## config.mk

```make
export PLATFORM = sky130hd
export DESIGN_NAME = fb_capture_stage
export DESIGN_NICKNAME = d
export VERILOG_FILES = /design/src/rtl/fb_capture_pkg.sv /design/src/rtl/fb_capture_ctrl.sv /design/src/rtl/fb_capture_datapath.sv /design/src/rtl/fb_capture_stage.sv
export SDC_FILE = /design/constraint.sdc
export NUM_CORES = 2
export LEC_CHECK = 0
export BUFFER_PORTS_ARGS = -buffer_cell sky130_fd_sc_hd__buf_2
export CORE_AREA = 2 2 412 414
export CTS_CLUSTER_SIZE = 12
export DETAILED_ROUTE_END_ITERATION = 16
export DIE_AREA = 0 0 414 416
export HOLD_SLACK_MARGIN = 0.12
export PLACE_DENSITY_LB_ADDON = 0.3
export SLEW_MARGIN = 20
export SYNTH_ARGS = -nofsm -noshare
export SYNTH_HDL_FRONTEND = slang
export SYNTH_HIERARCHICAL = 1
export SYNTH_SLANG_ARGS = --single-unit
```

## constraint.sdc

```tcl
create_clock -name clk -period 1.4 [get_ports clk]
set_input_delay 0.14 -clock clk [delete_from_list [all_inputs] [get_ports clk]]
set_output_delay 0.14 -clock clk [all_outputs]
set_load 0.01 [all_outputs]
```

## src/rtl/fb_capture_pkg.sv

```systemverilog
package fb_capture_pkg;
  typedef struct packed {
    logic shiftIv;
    logic shiftKey;
    logic commitIv;
    logic commitUser;
    logic commitBoot;
    logic commitOp;
    logic zeroOut;
  } fbStrobes_t;
endpackage

```

## src/rtl/fb_capture_ctrl.sv

```systemverilog
module fb_capture_ctrl
  import fb_capture_pkg::*;
(
  input  logic       wrIv,
  input  logic       wrUserKey,
  input  logic       wrBootKey,
  input  logic       wrOpKey,
  input  logic [1:0] ctrlFb,
  input  logic       engOutValid,
  input  logic       engOutLast,
  input  logic       dnReady,
  output fbStrobes_t strb
);
  logic ivFb, userFb, keyFb, beat, endBeat;

  always_comb begin
    ivFb    = wrIv | ctrlFb[1];
    userFb  = wrUserKey | ctrlFb[0];
    keyFb   = userFb | wrBootKey | wrOpKey;
    beat    = engOutValid & dnReady;
    endBeat = beat & engOutLast;
    strb.shiftIv    = beat & ivFb;
    strb.shiftKey   = beat & keyFb;
    strb.commitIv   = endBeat & ivFb;
    strb.commitUser = endBeat & userFb;
    strb.commitBoot = endBeat & wrBootKey;
    strb.commitOp   = endBeat & wrOpKey;
    strb.zeroOut    = ivFb | keyFb;
  end
endmodule

```

## src/rtl/fb_capture_datapath.sv

```systemverilog
module fb_capture_datapath
  import fb_capture_pkg::*;
#(
  parameter int WORD_W    = 32,
  parameter int IV_WORDS  = 4,
  parameter int KEY_WORDS = 8
) (
  input  logic                          clk,
  input  logic                          rstN,
  input  fbStrobes_t                    strb,
  input  logic [WORD_W-1:0]             upData,
  input  logic [WORD_W-1:0]             engOutData,
  output logic [WORD_W-1:0]             engInData,
  output logic [WORD_W-1:0]             dnData,
  output logic [IV_WORDS*WORD_W-1:0]    ivOut,
  output logic [KEY_WORDS*WORD_W-1:0]   userKeyOut,
  output logic [KEY_WORDS*WORD_W-1:0]   bootKeyOut,
  output logic [KEY_WORDS*WORD_W-1:0]   opKeyOut
);
  localparam int NBYTES = WORD_W / 8;

  logic [WORD_W-1:0] dnSwap, offered;
  logic [IV_WORDS-1:0][WORD_W-1:0]  ivSh, ivNext, ivReg;
  logic [KEY_WORDS-1:0][WORD_W-1:0] keySh, keyNext, userReg, bootReg, opReg;

  for (genvar b = 0; b < NBYTES; b++) begin : g_swap
    assign engInData[b*8 +: 8] = upData[(NBYTES-1-b)*8 +: 8];
    assign dnSwap[b*8 +: 8]    = engOutData[(NBYTES-1-b)*8 +: 8];
  end

  assign dnData  = strb.zeroOut ? '0 : dnSwap;
  assign offered = strb.shiftIv ? ivSh[0] : dnSwap;

  always_comb begin
    ivNext  = ivSh;
    keyNext = keySh;
    if (strb.shiftIv) begin
      for (int i = 0; i < IV_WORDS-1; i++) ivNext[i] = ivSh[i+1];
      ivNext[IV_WORDS-1] = dnSwap;
    end
    if (strb.shiftKey) begin
      for (int i = 0; i < KEY_WORDS-1; i++) keyNext[i] = keySh[i+1];
      keyNext[KEY_WORDS-1] = offered;
    end
  end

  always_ff @(posedge clk) begin
    if (!rstN) begin
      ivSh    <= '0;
      keySh   <= '0;
      ivReg   <= '0;
      userReg <= '0;
      bootReg <= '0;
      opReg   <= '0;
    end else begin
      ivSh  <= ivNext;
      keySh <= keyNext;
      if (strb.commitIv)   ivReg   <= ivNext;
      if (strb.commitUser) userReg <= keyNext;
      if (strb.commitBoot) bootReg <= keyNext;
      if (strb.commitOp)   opReg   <= keyNext;
    end
  end

  assign ivOut      = ivReg;
  assign userKeyOut = userReg;
  assign bootKeyOut = bootReg;
  assign opKeyOut   = opReg;

  // no IV shift strobe leaves the IV capture untouched
  p_iv_hold_r9: assert property (@(posedge clk) disable iff (!rstN)
    !strb.shiftIv |=> $stable(ivSh));
  // the word leaving the IV register is the newest key word
  p_chain_r4: assert property (@(posedge clk) disable iff (!rstN)
    (strb.shiftIv && strb.shiftKey) |=> keySh[KEY_WORDS-1] == $past(ivSh[0]));
  // without IV feedback the raw swapped word enters the key register
  p_raw_key_r5: assert property (@(posedge clk) disable iff (!rstN)
    (!strb.shiftIv && strb.shiftKey) |=> keySh[KEY_WORDS-1] == $past(dnSwap));
  // a committed IV equals the capture contents after that beat
  p_iv_commit_r6: assert property (@(posedge clk) disable iff (!rstN)
    strb.commitIv |=> ivReg == ivSh);
  // a committed user key equals the key capture after that beat
  p_user_commit_r7: assert property (@(posedge clk) disable iff (!rstN)
    strb.commitUser |=> userReg == keySh);
  // boot slot holds unless committed
  p_boot_hold_r8: assert property (@(posedge clk) disable iff (!rstN)
    !strb.commitBoot |=> $stable(bootReg));
endmodule

```

## src/rtl/fb_capture_stage.sv

```systemverilog
module fb_capture_stage
  import fb_capture_pkg::*;
#(
  parameter int WORD_W    = 32,
  parameter int IV_WORDS  = 4,
  parameter int KEY_WORDS = 8
) (
  input  logic                        clk,
  input  logic                        rstN,
  input  logic [WORD_W-1:0]           upData,
  input  logic                        upValid,
  input  logic                        upLast,
  output logic                        upReady,
  output logic [WORD_W-1:0]           engInData,
  output logic                        engInValid,
  output logic                        engInLast,
  input  logic                        engInReady,
  input  logic [WORD_W-1:0]           engOutData,
  input  logic                        engOutValid,
  input  logic                        engOutLast,
  output logic                        engOutReady,
  output logic [WORD_W-1:0]           dnData,
  output logic                        dnValid,
  output logic                        dnLast,
  input  logic                        dnReady,
  input  logic                        wrIv,
  input  logic                        wrUserKey,
  input  logic                        wrBootKey,
  input  logic                        wrOpKey,
  input  logic [1:0]                  ctrlFb,
  output logic [IV_WORDS*WORD_W-1:0]  ivOut,
  output logic [KEY_WORDS*WORD_W-1:0] userKeyOut,
  output logic [KEY_WORDS*WORD_W-1:0] bootKeyOut,
  output logic [KEY_WORDS*WORD_W-1:0] opKeyOut
);
  fbStrobes_t strb;

  assign upReady     = engInReady;
  assign engInValid  = upValid;
  assign engInLast   = upLast;
  assign dnValid     = engOutValid;
  assign dnLast      = engOutLast;
  assign engOutReady = dnReady;

  fb_capture_ctrl u_ctrl (
    .wrIv(wrIv), .wrUserKey(wrUserKey), .wrBootKey(wrBootKey), .wrOpKey(wrOpKey),
    .ctrlFb(ctrlFb), .engOutValid(engOutValid), .engOutLast(engOutLast),
    .dnReady(dnReady), .strb(strb)
  );

  fb_capture_datapath #(.WORD_W(WORD_W), .IV_WORDS(IV_WORDS), .KEY_WORDS(KEY_WORDS)) u_dp (
    .clk(clk), .rstN(rstN), .strb(strb), .upData(upData), .engOutData(engOutData),
    .engInData(engInData), .dnData(dnData), .ivOut(ivOut), .userKeyOut(userKeyOut),
    .bootKeyOut(bootKeyOut), .opKeyOut(opKeyOut)
  );

  // any feedback source blanks forwarded data at the port
  p_zero_fwd_r3: assert property (@(posedge clk) disable iff (!rstN)
    (dnValid && (wrIv || wrUserKey || wrBootKey || wrOpKey || (ctrlFb != 2'b00)))
      |-> dnData == '0);
endmodule

```

; After elaboration in Yosys (flattened, before gate mapping)
; Cells that the tools add are included.
[totals]
ff_bits = 1280
input_bits = 78
output_inout_bits = 966
elab_cells = 57
[op_classes]
mux = 4
bitwise_logic = 13
[ops]
columns = cell, n
row1 = 2-to-1 mux 256 bit, 1
row2 = 2-to-1 mux 128 bit, 1
row3 = 2-to-1 mux 32 bit, 2
row4 = AND 1 bit, 8
row5 = OR 1 bit, 5

; Longest topological paths before layout
[logic_depth]
word_depth = 5
depth_mapped = 8

; Modules after synthesis
; Netlist, hierarchy kept.
[by_module_without_submodules]
columns = mod, n_inst, cells_each, area_each_um2, seq_area_each_um2
row1 = fb_capture_datapath, 1, 4381, 44303.7, 25624.6
row2 = fb_capture_ctrl, 1, 14, 62.6, 0.0
row3 = fb_capture_stage, 1, 6, 45.0, 0.0

; Least setup slack after synthesis
; No wires, ideal clock.
[synth_timing]
path_type = input-to-reg
start = in ctrlFb[0]
end = reg u_dp.bootReg, in the netlist u_dp/bootKeyOut[100]
setup_time_ps = 126
t_arrival_ps = 1262
setup_slack_ps = 11
path_stages = 7
path_buffers = 3
cell_sequence = nor4_2 > nor2_1 > buf_4 > buf_6 > buf_6 > mux2i_1 > a21oi_1
[synth_lines]
columns = item, line
row1 = start: declaration, fb_capture_stage.sv:30  ; input logic [1:0] ctrlFb,
row2 = end signal: assignment, fb_capture_datapath.sv:60  ; if (strb.commitBoot) bootReg <= keyNext;
row3 = end: declaration, fb_capture_datapath.sv:24  ; logic [KEY_WORDS-1:0][WORD_W-1:0] keySh, keyNext, userReg, bootReg, opReg;

==> flow_metrics.py <==
metrics = {
    "global_route": {
        "gr-usage-met2_pct": 34.38,
        "top_usage_layer": "met2",
        "grt_pass1_wl_um": 269200,
        "grt_use_met1_pct": 26.48,
        "grt_start_max_net_pins": 65,
        "grt_pass1_vias": 36887,
        "track_usage_pct": 21.19,
        "gr-total-overflow": 0,
        "grt_util_met3_pct": 5.542,
        "antenna_found_initial": 4,
    },
    "critical_path": {
        "cp_max_fo": 6,
        "start_kind": "input pin",
        "critPathCaptureType": "output pin",
        "rrSetupSlack_ns": 0.15,
        "critPathRequiredTime_ns": 1.26,
        "cp.arrival_ns": 1.38,
        "critical_path_class": "input pin to output pin",
    },
    "sta": {
        "min_period_ns": 1.519,
        "fin_worst_hold_slack_ns": 0.1538,
        "rsz0062_at_grt": "true",
        "slew_headroom_pct": 67.03,
        "fin_ws_ns": -0.1188,
        "slew_violations": 0,
        "max_freq_mhz": 658.4,
        "fin_setup_tns_ns": -3.033,
        "final_hold_viol_count": 0,
        "worst_slew_pin_slew_ns": 0.4808,
        "finalClockSkew_ns": 0.04096,
        "setup_viol": 77,
        "fin_crit_sh_pct": 108.5,
    },
    "route": {
        "drtIter0Drc": 2513,
        "vias_per_cell": 4.797,
        "routed_wirelength_um": 190300,
        "vias": 38468,
        "wl_per_cell_um": 23.73,
        "ant_nets": 0,
        "drc": 0,
        "dr.pass1.iters": 5,
    },
    "finish": {
        "layout_commonest_cell": "buf_6",
        "final_util_pct": 40.21,
        "area_growth_pct": 52.25,
        "layout-drive-gt1-share_pct": 45.88,
        "fin_area_sq_um": 67620,
        "final_nets": 5785,
        "final_cell_count_no_fill": 8019,
        "final_cell_mix": "buf_6, dfxtp_2, a21oi_1",
    },
    "floorplan": {
        "num_io_pins": 1044,
        "die_h_um": 416,
        "initial_core_util_pct": 26.41,
        "rows": 151,
        "core_area_sq_um": 168100,
        "dieArea_sq_um": 172200,
        "die_w_um": 414,
    },
    "place": {
        "dp_cells": 7650,
        "gp_congestion": 0.8636,
        "place_ws_ns": -0.6937,
        "io_buffer_count": 973,
        "dp_hpwl_um": 139400,
        "placed_area_sq_um": 54640,
    },
    "hold_path": {
        "hold_class": "input pin to register",
    },
    "synthesis": {
        "ys_top_cells_by_area": "dfxtp_1, a21oi_1, mux2i_1",
        "syn_nets": 4479,
        "yosys_warnings": 6,
        "synth_area_sq_um": 44410,
        "syn_area_per_cell_sq_um": 10.09,
        "ys_seq_area_share_pct": 57.70,
        "synth_cell_type_count": 22,
        "synthCells": 4401,
        "yosysTopAreaCellShare_pct": 57.70,
        "synth.largest_area_cell": "dfxtp_1",
        "synth_seq_cells": 1280,
    },
    "power_and_ir_drop": {
        "total_power_mw": 83.32,
        "power.leakage_nw": 26.92,
        "ir_worst_vdd_mv": 1.202,
        "p_per_area_nw_per_um2": 1232,
    },
    "status": {
        "violations": "negative setup slack",
        "status": "finished with violations",
    },
    "clocking": {
        "clk_pin_slew_ns": 0.06,
        "clock-sinks": 1280,
        "clock_path_buffers": 3,
        "clk_latency_ns": 0.80,
        "root_buffer": "clkbuf_16",
        "htree_levels": 4,
        "cts_tree": "built",
        "numCtsBuffers": 141,
    },
    "job": {
        "drv_cap": 0,
    },
}
[registers in the layout (all words and copies together), names as in the netlist]
| register | cells |
|---|---|
| u_dp/bootKeyOut | 256 |
| u_dp/keySh | 256 |
| u_dp/opKeyOut | 256 |
| u_dp/userKeyOut | 256 |
| u_dp/ivOut | 128 |
| u_dp/ivSh | 128 |
[Yosys cell counts]
cell / instances
nor4_2: 1
nor2b_1: 384
nand4b_1: 3
inv_1: 2
a21oi_1: 832
o221ai_1: 93
dfxtp_1: 1280
nand2_1: 33
buf_2: 202
o21ai_1: 93
buf_4: 57
clkbuf_2: 1
o21ai_0: 739
nor2_1: 8
nand2b_1: 3
nand3b_1: 96
clkbuf_1: 136
buf_1: 9
buf_6: 38
nand3_1: 4
o211ai_1: 3
mux2i_1: 384
[worst max-delay path, cell delays in order]
cell,delay (ns)
buf_8,0.10
nor4_4,0.29
buf_4,0.20
nand2_8,0.06
buf_12,0.14
buf_16,0.16
nor2b_1,0.12
buf_2,0.15
[timing repair]
item	in CTS	in global routing
pin swaps	2	2
gates cloned	2	1
hold buffers	72	4
setup buffers	29	26
setup endpoints to repair	928	1103
endpoints found under the hold margin	1278	6
gates resized for setup	2176	52
[final timing paths]
check                           cells past startpoint                   to                from
worst max register to register                      3       u_dp/ivSh[119]      u_dp/ivSh[119]
worst min-delay path                                6  u_dp/bootKeyOut[51]             dnReady
worst min register to register                      2   u_dp/opKeyOut[231]  u_dp/opKeyOut[231]
worst max-delay path                                8           dnData[28]           wrUserKey
[power by group]
group | total, mW | internal (mW) | leakage [nW] | switching (mW)
clock network | 37.4 | 21.4 | 2.23 | 16.0
logic | 7.35 | 3.65 | 13.9 | 3.71
registers | 38.6 | 37.6 | 10.8 | 0.948
[routing by layer]
| metal | vias up | part of all wire (%) |
|---|---|---|
| met3 | 309 | 6.8 |
| met4 | 0 | 4.6 |
| met5 | - | 0 |
| met2 | 1335 | 46 |
| met1 | 18644 | 42 |
| li1 | 18180 | - |
[final cells by class]
cell class                 count  area (sq um)
tap                         2218          2775
antenna                        3         7.507
timing repair buffer        1606         16850
clock inverter                35         545.5
inverter                       2         7.507
multi-input combinational   2676         16520
clock buffer                 199          4049
fill                       16263        100500
sequential                  1280         26850
[cells by family (layout without fill, tap and decap cells)]
family,Yosys count,in the layout,synth area share (%)
AOI/OAI and AO/OA,1760,1760,20.64
buffers and inverters,445,1842,5.457
DFF,1280,1280,57.70
muxes,384,384,8.655
other,0,3,0
and+or+nand+nor,532,532,7.553
Note: power is estimated with default switching activity, not from simulation.
